[src/rtl/irda_irq_pkg.sv]
package irda_irq_pkg;
  localparam int REG_W = 16;
  localparam int NBANK = 2;

  // status bit positions, shared by both banks
  localparam int B_RX_END = 15;
  localparam int B_OVF    = 11;
  localparam int B_ALT9   = 9;
  localparam int B_ALT8   = 8;
  localparam int B_TX_END = 7;

  // mode register fields
  localparam int MODE_LSB   = 14;
  localparam int TOPM_FIFO  = 8;
  localparam int TOPM_SYNC  = 4;
  localparam int TOPM_ASYNC = 0;

  localparam logic [REG_W-1:0] EVT_BITS  = 16'h8B80;
  localparam logic [REG_W-1:0] MODE_BITS = 16'hC111;
  localparam logic [REG_W-1:0] MODE_RST  = 16'h0111;

  // register map
  localparam int RA_MODE = 0;
  localparam int RA_STAT [NBANK] = '{1, 4};
  localparam int RA_MASK [NBANK] = '{2, 5};
  localparam int RA_CLR  [NBANK] = '{3, 6};

  typedef enum logic [1:0] {
    LINK_SLOW = 2'b00,
    LINK_RSVD = 2'b01,
    LINK_FAST = 2'b10,
    LINK_MED  = 2'b11
  } link_mode_e;

  function automatic logic link_is_async(input link_mode_e m);
    return m == LINK_SLOW;
  endfunction

  function automatic logic link_is_sync(input link_mode_e m);
    return (m == LINK_MED) || (m == LINK_FAST);
  endfunction

  function automatic logic [REG_W-1:0] evt_fold(input logic [REG_W-1:0] v);
    return v & EVT_BITS;
  endfunction

  function automatic logic [REG_W-1:0] evt_vec(input logic rx_end, input logic ovf,
                                               input logic alt9, input logic alt8,
                                               input logic tx_end);
    logic [REG_W-1:0] v;
    v = '0;
    v[B_RX_END] = rx_end;
    v[B_OVF]    = ovf;
    v[B_ALT9]   = alt9;
    v[B_ALT8]   = alt8;
    v[B_TX_END] = tx_end;
    return v;
  endfunction
endpackage

[src/rtl/irda_ev_router.sv]
module irda_ev_router
  import irda_irq_pkg::*;
(
  input  link_mode_e                   link_mode,
  input  logic                         ev_rx_end,
  input  logic                         ev_overflow,
  input  logic                         ev_tx_end,
  input  logic                         ev_rx_timeout,
  input  logic                         ev_framing_err,
  input  logic                         ev_abort,
  input  logic                         ev_crc_err,
  output logic [NBANK-1:0][REG_W-1:0]  set_vec
);
  logic [REG_W-1:0] async_vec;
  logic [REG_W-1:0] sync_vec;

  always_comb begin
    async_vec = evt_vec(ev_rx_end, ev_overflow, ev_rx_timeout, ev_framing_err, ev_tx_end);
    sync_vec  = evt_vec(ev_rx_end, ev_overflow, ev_abort, ev_crc_err, ev_tx_end);
    set_vec[0] = link_is_async(link_mode) ? async_vec : '0;
    set_vec[1] = link_is_sync(link_mode)  ? sync_vec  : '0;
  end
endmodule

[src/rtl/irda_mode_reg.sv]
module irda_mode_reg
  import irda_irq_pkg::*;
(
  input  logic             clk,
  input  logic             rst_n,
  input  logic             wr_en,
  input  logic [REG_W-1:0] wr_data,
  output logic [REG_W-1:0] mode_q,
  output link_mode_e       link_mode,
  output logic             top_mask_async,
  output logic             top_mask_sync,
  output logic             top_mask_fifo
);
  always_ff @(posedge clk or negedge rst_n) begin
    if (!rst_n)     mode_q <= MODE_RST;
    else if (wr_en) mode_q <= wr_data & MODE_BITS;
  end

  assign link_mode      = link_mode_e'(mode_q[MODE_LSB +: 2]);
  assign top_mask_async = mode_q[TOPM_ASYNC];
  assign top_mask_sync  = mode_q[TOPM_SYNC];
  assign top_mask_fifo  = mode_q[TOPM_FIFO];
endmodule

[src/rtl/irda_status_bank.sv]
module irda_status_bank
  import irda_irq_pkg::*;
(
  input  logic             clk,
  input  logic             rst_n,
  input  logic [REG_W-1:0] set_vec,
  input  logic [REG_W-1:0] clr_vec,
  input  logic             mask_we,
  input  logic [REG_W-1:0] mask_wdata,
  output logic [REG_W-1:0] status_q,
  output logic [REG_W-1:0] mask_q,
  output logic             pend_any
);
  logic [REG_W-1:0] status_d;

  // set has priority over a clear of the same bit
  always_comb status_d = evt_fold((status_q & ~clr_vec) | set_vec);

  always_ff @(posedge clk or negedge rst_n) begin
    if (!rst_n) begin
      status_q <= '0;
      mask_q   <= EVT_BITS;
    end else begin
      status_q <= status_d;
      if (mask_we) mask_q <= evt_fold(mask_wdata);
    end
  end

  assign pend_any = |(status_q & ~mask_q);
endmodule

[src/rtl/irda_irq_ctrl.sv]
module irda_irq_ctrl
  import irda_irq_pkg::*;
#(
  parameter int ADDR_W = 3
)(
  input  logic              clk,
  input  logic              rst_n,
  input  logic              reg_wr_en,
  input  logic [ADDR_W-1:0] reg_addr,
  input  logic [15:0]       reg_wr_data,
  output logic [15:0]       reg_rd_data,
  input  logic              ev_rx_end,
  input  logic              ev_overflow,
  input  logic              ev_tx_end,
  input  logic              ev_rx_timeout,
  input  logic              ev_framing_err,
  input  logic              ev_abort,
  input  logic              ev_crc_err,
  input  logic              fifo_rx_req,
  output logic              irq
);
  logic [REG_W-1:0]            mode_q;
  link_mode_e                  link_mode;
  logic                        top_mask_async;
  logic                        top_mask_sync;
  logic                        top_mask_fifo;
  logic [NBANK-1:0][REG_W-1:0] set_vec;
  logic [NBANK-1:0][REG_W-1:0] clr_vec;
  logic [NBANK-1:0][REG_W-1:0] status_q;
  logic [NBANK-1:0][REG_W-1:0] mask_q;
  logic [NBANK-1:0]            mask_we;
  logic [NBANK-1:0]            pend_any;
  logic [NBANK-1:0]            bank_open;
  logic                        mode_we;

  assign mode_we = reg_wr_en && (reg_addr == ADDR_W'(RA_MODE));

  irda_mode_reg u_mode (
    .clk            (clk),
    .rst_n          (rst_n),
    .wr_en          (mode_we),
    .wr_data        (reg_wr_data),
    .mode_q         (mode_q),
    .link_mode      (link_mode),
    .top_mask_async (top_mask_async),
    .top_mask_sync  (top_mask_sync),
    .top_mask_fifo  (top_mask_fifo)
  );

  irda_ev_router u_route (
    .link_mode      (link_mode),
    .ev_rx_end      (ev_rx_end),
    .ev_overflow    (ev_overflow),
    .ev_tx_end      (ev_tx_end),
    .ev_rx_timeout  (ev_rx_timeout),
    .ev_framing_err (ev_framing_err),
    .ev_abort       (ev_abort),
    .ev_crc_err     (ev_crc_err),
    .set_vec        (set_vec)
  );

  assign bank_open[0] = !top_mask_async;
  assign bank_open[1] = !top_mask_sync;

  for (genvar b = 0; b < NBANK; b++) begin : g_bank
    assign mask_we[b] = reg_wr_en && (reg_addr == ADDR_W'(RA_MASK[b]));
    assign clr_vec[b] = (reg_wr_en && (reg_addr == ADDR_W'(RA_CLR[b]))) ? reg_wr_data : '0;

    irda_status_bank u_bank (
      .clk        (clk),
      .rst_n      (rst_n),
      .set_vec    (set_vec[b]),
      .clr_vec    (clr_vec[b]),
      .mask_we    (mask_we[b]),
      .mask_wdata (reg_wr_data),
      .status_q   (status_q[b]),
      .mask_q     (mask_q[b]),
      .pend_any   (pend_any[b])
    );
  end

  assign irq = |(pend_any & bank_open) | (fifo_rx_req & ~top_mask_fifo);

  always_comb begin
    reg_rd_data = '0;
    if (reg_addr == ADDR_W'(RA_MODE)) reg_rd_data = mode_q;
    for (int b = 0; b < NBANK; b++) begin
      if (reg_addr == ADDR_W'(RA_STAT[b])) reg_rd_data = status_q[b];
      if (reg_addr == ADDR_W'(RA_MASK[b])) reg_rd_data = mask_q[b];
    end
  end
endmodule

[config.mk]
export PLATFORM = sky130hd
export DESIGN_NAME = irda_irq_ctrl
export DESIGN_NICKNAME = d
export VERILOG_FILES = /design/src/rtl/irda_irq_pkg.sv /design/src/rtl/irda_ev_router.sv /design/src/rtl/irda_mode_reg.sv /design/src/rtl/irda_status_bank.sv /design/src/rtl/irda_irq_ctrl.sv
export SDC_FILE = /design/constraint.sdc
export NUM_CORES = 1
export LEC_CHECK = 0
export BUFFER_PORTS_ARGS = -buffer_cell sky130_fd_sc_hd__buf_2
export CAP_MARGIN = 5
export CORE_ASPECT_RATIO = 0.8
export CORE_MARGIN = 2
export CORE_UTILIZATION = 40
export CTS_CLUSTER_SIZE = 8
export DETAILED_ROUTE_END_ITERATION = 8
export PLACE_DENSITY_LB_ADDON = 0.2
export SKIP_CTS_REPAIR_TIMING = 1
export SLEW_MARGIN = 40
export SYNTH_ARGS = -nofsm -noshare
export SYNTH_HDL_FRONTEND = slang
export SYNTH_SLANG_ARGS = --single-unit
[constraint.sdc]
create_clock -name clk -period 3.9 [get_ports clk]
set_input_delay 0.78 -clock clk [delete_from_list [all_inputs] [get_ports clk]]
set_output_delay 0.78 -clock clk [all_outputs]
set_load 0.02 [all_outputs]
## After elaboration in Yosys (flattened, before gate mapping)

Index checks and enable logic that the tools add are counted.

| storage, ports and cells | value |
|---|---|
| bits in latches | 0 |
| logic and storage cells | 49 |
| register bits after elaboration | 25 |
| output and inout bits | 17 |
| memories | 0 |
| ROM bits | 0 |
| bits in writable memories | 0 |

| operators by class | value |
|---|---|
| div/mod/pow operators | 0 |
| add/sub/neg operators | 0 |
| bitwise operators | 14 |
| shift-type cells | 0 |
| mux-type cells | 9 |
| reductions and logical operators | 13 |
| eq/ne operators | 8 |
| multiply operators | 0 |
| $lt $le $gt $ge | 0 |

Operators by type and width:

| cell | number |
|---|---|
| 16-bit two-way mux | 9 |
| 16-bit bitwise AND | 4 |
| 16-bit inverter | 4 |
| 16-bit bitwise OR | 2 |
| 16-bit OR reduction | 2 |
| 3-bit == test (second input constant) | 3 |
| 3-bit by 2-bit == test with 1-bit output (second input constant) | 2 |
| 1-bit logical AND | 5 |
| 2-bit == test (second input constant) | 2 |
| 3-bit by 1-bit == test with 1-bit output (second input constant) | 1 |
| 3-bit zero test | 1 |
| 2-bit bitwise AND | 1 |
| 1-bit zero test | 2 |
| 2-bit zero test | 1 |
| 2-bit OR reduction | 1 |
| 1-bit bitwise AND | 1 |
| 1-bit logical OR | 1 |
| 1-bit inverter | 1 |
| 1-bit bitwise OR | 1 |

## Logic depth before layout (Yosys ltp)

| depth | value |
|---|---|
| depth in word-level cells | 6 |
| depth in mapped cells | 6 |
| mapped depth without buffers | 4 |

## Cells and area by module

A second synthesis with hierarchy kept.

| unflattened totals | value |
|---|---|
| cells, all modules | 314 |
| area total of the unflattened synthesis | 2685.1 sq um |

Modules (own cells, without submodules):

| module | times used | cells an instance | area an instance (sq um) | seq. area each (sq um) |
|---|---|---|---|---|
| irda_status_bank | 2 | 57 | 565.5 | 256.5 |
| irda_irq_ctrl | 1 | 139 | 989.7 | 0.0 |
| irda_mode_reg | 1 | 27 | 309.0 | 128.9 |
| irda_ev_router | 1 | 34 | 255.2 | 0.0 |

## Worst setup path before layout

OpenSTA, ideal clock, no wires.

| timing path | value |
|---|---|
| path kind | input port to output port |
| from | input reg_addr[0] |
| to | output reg_rd_data[11] |
| buffers on the path | 2 |
| data required time | 3.120 ns |
| arrival time | 1.736 ns |
| setup slack | 1.384 ns |
| stages on the path | 6 |
| cell sequence | buf_6 buf_4 o21ai_0 a21oi_1 o21ai_0 a21oi_1 |

| between the ends | value |
|---|---|
| cells in the longest elaborated chain, start to end | 5 |
| elaborated cells between the ends (all ways) | 8 |
| those cells by class | 4 x eq/ne; 4 x mux |

Ends and longest elaborated chain:

| item | RTL line | text |
|---|---|---|
| from (decl) | irda_irq_ctrl.sv:9 | `input logic [ADDR_W-1:0] reg_addr,` |
| 3-bit by 1-bit == test with 1-bit output | irda_irq_ctrl.sv:88 | `if (reg_addr == ADDR_W'(RA_STAT[b])) reg_rd_data = status_q[b];` |
| 16-bit two-way mux | irda_irq_ctrl.sv:88 |  |
| 16-bit two-way mux | irda_irq_ctrl.sv:89 | `if (reg_addr == ADDR_W'(RA_MASK[b])) reg_rd_data = mask_q[b];` |
| 16-bit two-way mux | irda_irq_ctrl.sv:88 |  |
| 16-bit two-way mux * | irda_irq_ctrl.sv:89 |  |
| to (decl) | irda_irq_ctrl.sv:11 | `output logic [15:0] reg_rd_data,` |

Every way passes the cells marked *; elsewhere a longest branch is shown, timed or not.

## Final worst setup path

| timing path | value |
|---|---|
| from | input reg_addr[2] |
| to | output reg_rd_data[8] |

| between the ends | value |
|---|---|
| cells in the longest elaborated chain, start to end | 6 |
| elaborated cells between the ends (all ways) | 10 |
| those cells by class | 4 x eq/ne; 5 x mux; 1 x reduce/logical |

Ends and longest elaborated chain:

| item | RTL line | text |
|---|---|---|
| 3-bit zero test | irda_irq_ctrl.sv:86 | `if (reg_addr == ADDR_W'(RA_MODE)) reg_rd_data = mode_q;` |
| 16-bit two-way mux | irda_irq_ctrl.sv:86 |  |
| 16-bit two-way mux | irda_irq_ctrl.sv:88 |  |
| 16-bit two-way mux | irda_irq_ctrl.sv:89 |  |
| 16-bit two-way mux | irda_irq_ctrl.sv:88 |  |
| 16-bit two-way mux * | irda_irq_ctrl.sv:89 |  |

Marked as above.

==> flow_summary.json <==
{
  "cts_root_buffer": "clkbuf_8",
  "slew_headroom_pct": 63.3,
  "seqPwrFrac_pct": 53.0,
  "drt_iter0_markers": 125,
  "p_comb_share_pct": 23.5,
  "crit_top_cell": "buf_2",
  "clock_path_buffers": 2,
  "cp.required_ns": 3.12,
  "crit_path_max_incr_delay_ns": 0.33,
  "rsz0062_at_grt": "false",
  "critPathCaptureType": "primary output",
  "routed_wl_um": 3290,
  "instances_no_fill": 207,
  "fin_crit_ns": 2.73,
  "synth_cells": 138,
  "reg2regPathDepth": 2,
  "dp.final_hpwl_um": 2380,
  "drv_slew": 0,
  "synth-adder-area-share_pct": 0,
  "synthTopCellsByArea": "dfstp_2 24%, dfrtp_1 21%, mux2_2 8.8%",
  "p_clk_share_pct": 23.5,
  "placed_cells": 203,
  "grt_start_max_net_pins": 26,
  "ant_nets": 0,
  "synth-edff-count": 0,
  "multi_input_area_um2": 636,
  "drive_above_1_share_pct": 36.4,
  "synth-xor-area-share_pct": 0,
  "syn_area_um2": 1400,
  "clk_pin_slew_ns": 0.10,
  "num_antenna_cells": 0,
  "cp_max_fo": 22,
  "clock_skew_ns": 0.00964,
  "status": "finished clean",
  "cp.arrival_ns": 1.95,
  "synthArstFlopShare_pct": 100,
  "yosysUniqueCellTypes": 31,
  "internal-power_mw": 0.480,
  "leakagePower_nw": 0.723,
  "netlist.area_leader.share_pct": 24.4,
  "power_density_nw_per_um2": 447,
  "grt_pass1_wl_um": 5510,
  "p_sw_mw": 0.226,
  "p_sw_share_pct": 32.0,
  "grtUsageTotal_pct": 17.7,
  "dieWidth_um": 70.1,
  "setup_tns_ns": 0,
  "synth_top_family_by_area": "compound AO/OA/AOI/OAI gates",
  "row_count": 19,
  "die_y_um": 56.9,
  "grt_pass1_vias": 1127,
  "synth_ff_type": "dfstp_2",
  "port_buffers": 30,
  "drc": 0,
  "setup_violations": 0,
  "numClockSinks": 25,
  "fin_nets": 196,
  "start_kind": "input pin",
  "dieArea_um2": 3990,
  "max_freq_ghz": 0.366,
  "min_path_type": "input pin to asynchronous set/reset pin",
  "cts_made_buffers": 3,
  "layout_commonest_cell": "buf_2",
  "tightest_slew_ns": 0.551,
  "crit_chain": "buf_2 > o21a_1 > a21oi_1 > a311o_1 > o31ai_1 > buf_2",
  "timing.final.crit_share_pct": 70.1,
  "yosys_warnings": 0,
  "worstSetupPathType": "input pin to primary output",
  "ir_drop_mv": 0.221,
  "viasPerCell": 5.43,
  "gr-total-overflow": 0,
  "synth.area.mux_share_pct": 10.3,
  "yosys.area_share.simple_pct": 12.2,
  "antenna_found_initial": 0,
  "cts_tree": "yes",
  "synth_area_leader_cell": "dfstp_2",
  "via_count": 1123,
  "mostFrequentLayoutCells": "30 x buf_2, 17 x nand2_1, 13 x dfstp_2",
  "max_cap_viol_count": 0,
  "clk_latency_ns": 0.28,
  "n_fill_cell": 323,
  "htreeDepth": 1,
  "regArea_um2": 642,
  "cpMaxStageDelayCell": "buf_2",
  "drt_first_pass_iters": 5,
  "synth-seq-area-share_pct": 45.8,
  "wl_per_cell_um": 15.9,
  "gp_congestion": 0.893,
  "ys_seq_elements": 25,
  "synth-compound-area-share_pct": 20.7,
  "coreArea_um2": 3400,
  "start_util_pct": 41.2,
  "hold_violations": 0,
  "avgSynthCellArea_um2": 10.1,
  "area_growth_syn_to_layout_pct": 12.8,
  "io_pins": 47
}
## critical path: cells and delay by family
kind	cells	cell delay [ns]
AO/OA/AOI/OAI	4	0.64
buffers and inverters	2	0.53
## area by class of cell
type / instances / share of cell area (%)
clock inverter: 1 / 0.555
sequential: 25 / 40.6
timing repair buffer: 31 / 9.98
clock buffer: 3 / 2.61
tap: 42 / 3.33
inverter: 11 / 2.61
multi-input combinational: 94 / 40.3
## routing by layer
metal  track usage (%)  wire, um
met2              26.8      1380
met1              25.3      1650
met3              6.10       244
met4              2.47        10
met5                 0         0
## through the flow
| stage | cell area, um^2 | total power [mW] | setup WS [ns] | hold WS (ns) | util [%] |
|---|---|---|---|---|---|
| 6_report | 1580 | 0.706 | 1.17 | 0.477 | 46.4 |
| 5_1_grt | 1580 | 0.748 | 1.05 | 0.507 | 46.4 |
| 4_1_cts | 1580 | 0.708 | 1.18 | 0.497 | 46.4 |
| 3_5_place_dp | 1530 | 0.544 | 1.18 | 0.510 | 45.0 |
| 3_3_place_gp | 1530 | 0.539 | 1.22 | 0.494 | 45.0 |
| 2_1_floorplan | 1430 | 0.488 | 1.38 | 0.481 | - |
## Yosys cell counts (2+ instances only)
cell and instances:
nand2_1 17, dfstp_2 13, a21oi_1 12, dfrtp_1 12, buf_4 11, inv_1 11
mux2_2 11, a22o_1 10, o21ai_0 10, and2_1 3, a222oi_1 2, a311o_1 2
buf_2 2, mux2i_1 2, nand2b_1 2, o21a_1 2, o31ai_1 2
## worst paths after layout
| kind | from | slack, ns | to |
|---|---|---|---|
| min in group clk | g_bank[0].u_bank.mask_q[9]$_DFFE_PN1P_ | 0.52 | g_bank[0].u_bank.mask_q[9]$_DFFE_PN1P_ |
| hold reg to reg | g_bank[0].u_bank.mask_q[9]$_DFFE_PN1P_ | 0.52 | g_bank[0].u_bank.mask_q[9]$_DFFE_PN1P_ |
| setup reg to reg | u_mode.mode_q[15]$_DFFE_PN0P_ | 2.61 | g_bank[0].u_bank.status_q[9]$_DFF_PN0_ |
| hold / removal | rst_n | 0.48 | g_bank[1].u_bank.status_q[8]$_DFF_PN0_ |
| setup / recovery | reg_addr[2] | 1.17 | reg_rd_data[8] |
| max in group asynchronous | rst_n | 3.04 | g_bank[1].u_bank.mask_q[7]$_DFFE_PN1P_ |
## registers in the layout, summed over array words and instances (netlist names)
| signal | flops |
|---|---|
| g_bank.u_bank.mask_q | 10 |
| g_bank.u_bank.status_q | 10 |
| u_mode.mode_q | 5 |
## power by group through the flow
stage / sequential, mW / clock, mW / combinational (mW)
after floorplan: 0.357 / 0 / 0.132
after CTS: 0.373 / 0.168 / 0.167
after global routing: 0.381 / 0.181 / 0.187
after detailed placement: 0.376 / 0 / 0.168
after global placement: 0.375 / 0 / 0.164
final: 0.374 / 0.166 / 0.166
## kinds of logic after synthesis
kind of cell | after synthesis
flops | 25
simple gates | 30
other cells | 1
compound gates | 43
mux | 13
buf+inv | 26
Note: power is estimated with default switching activity, not from simulation.
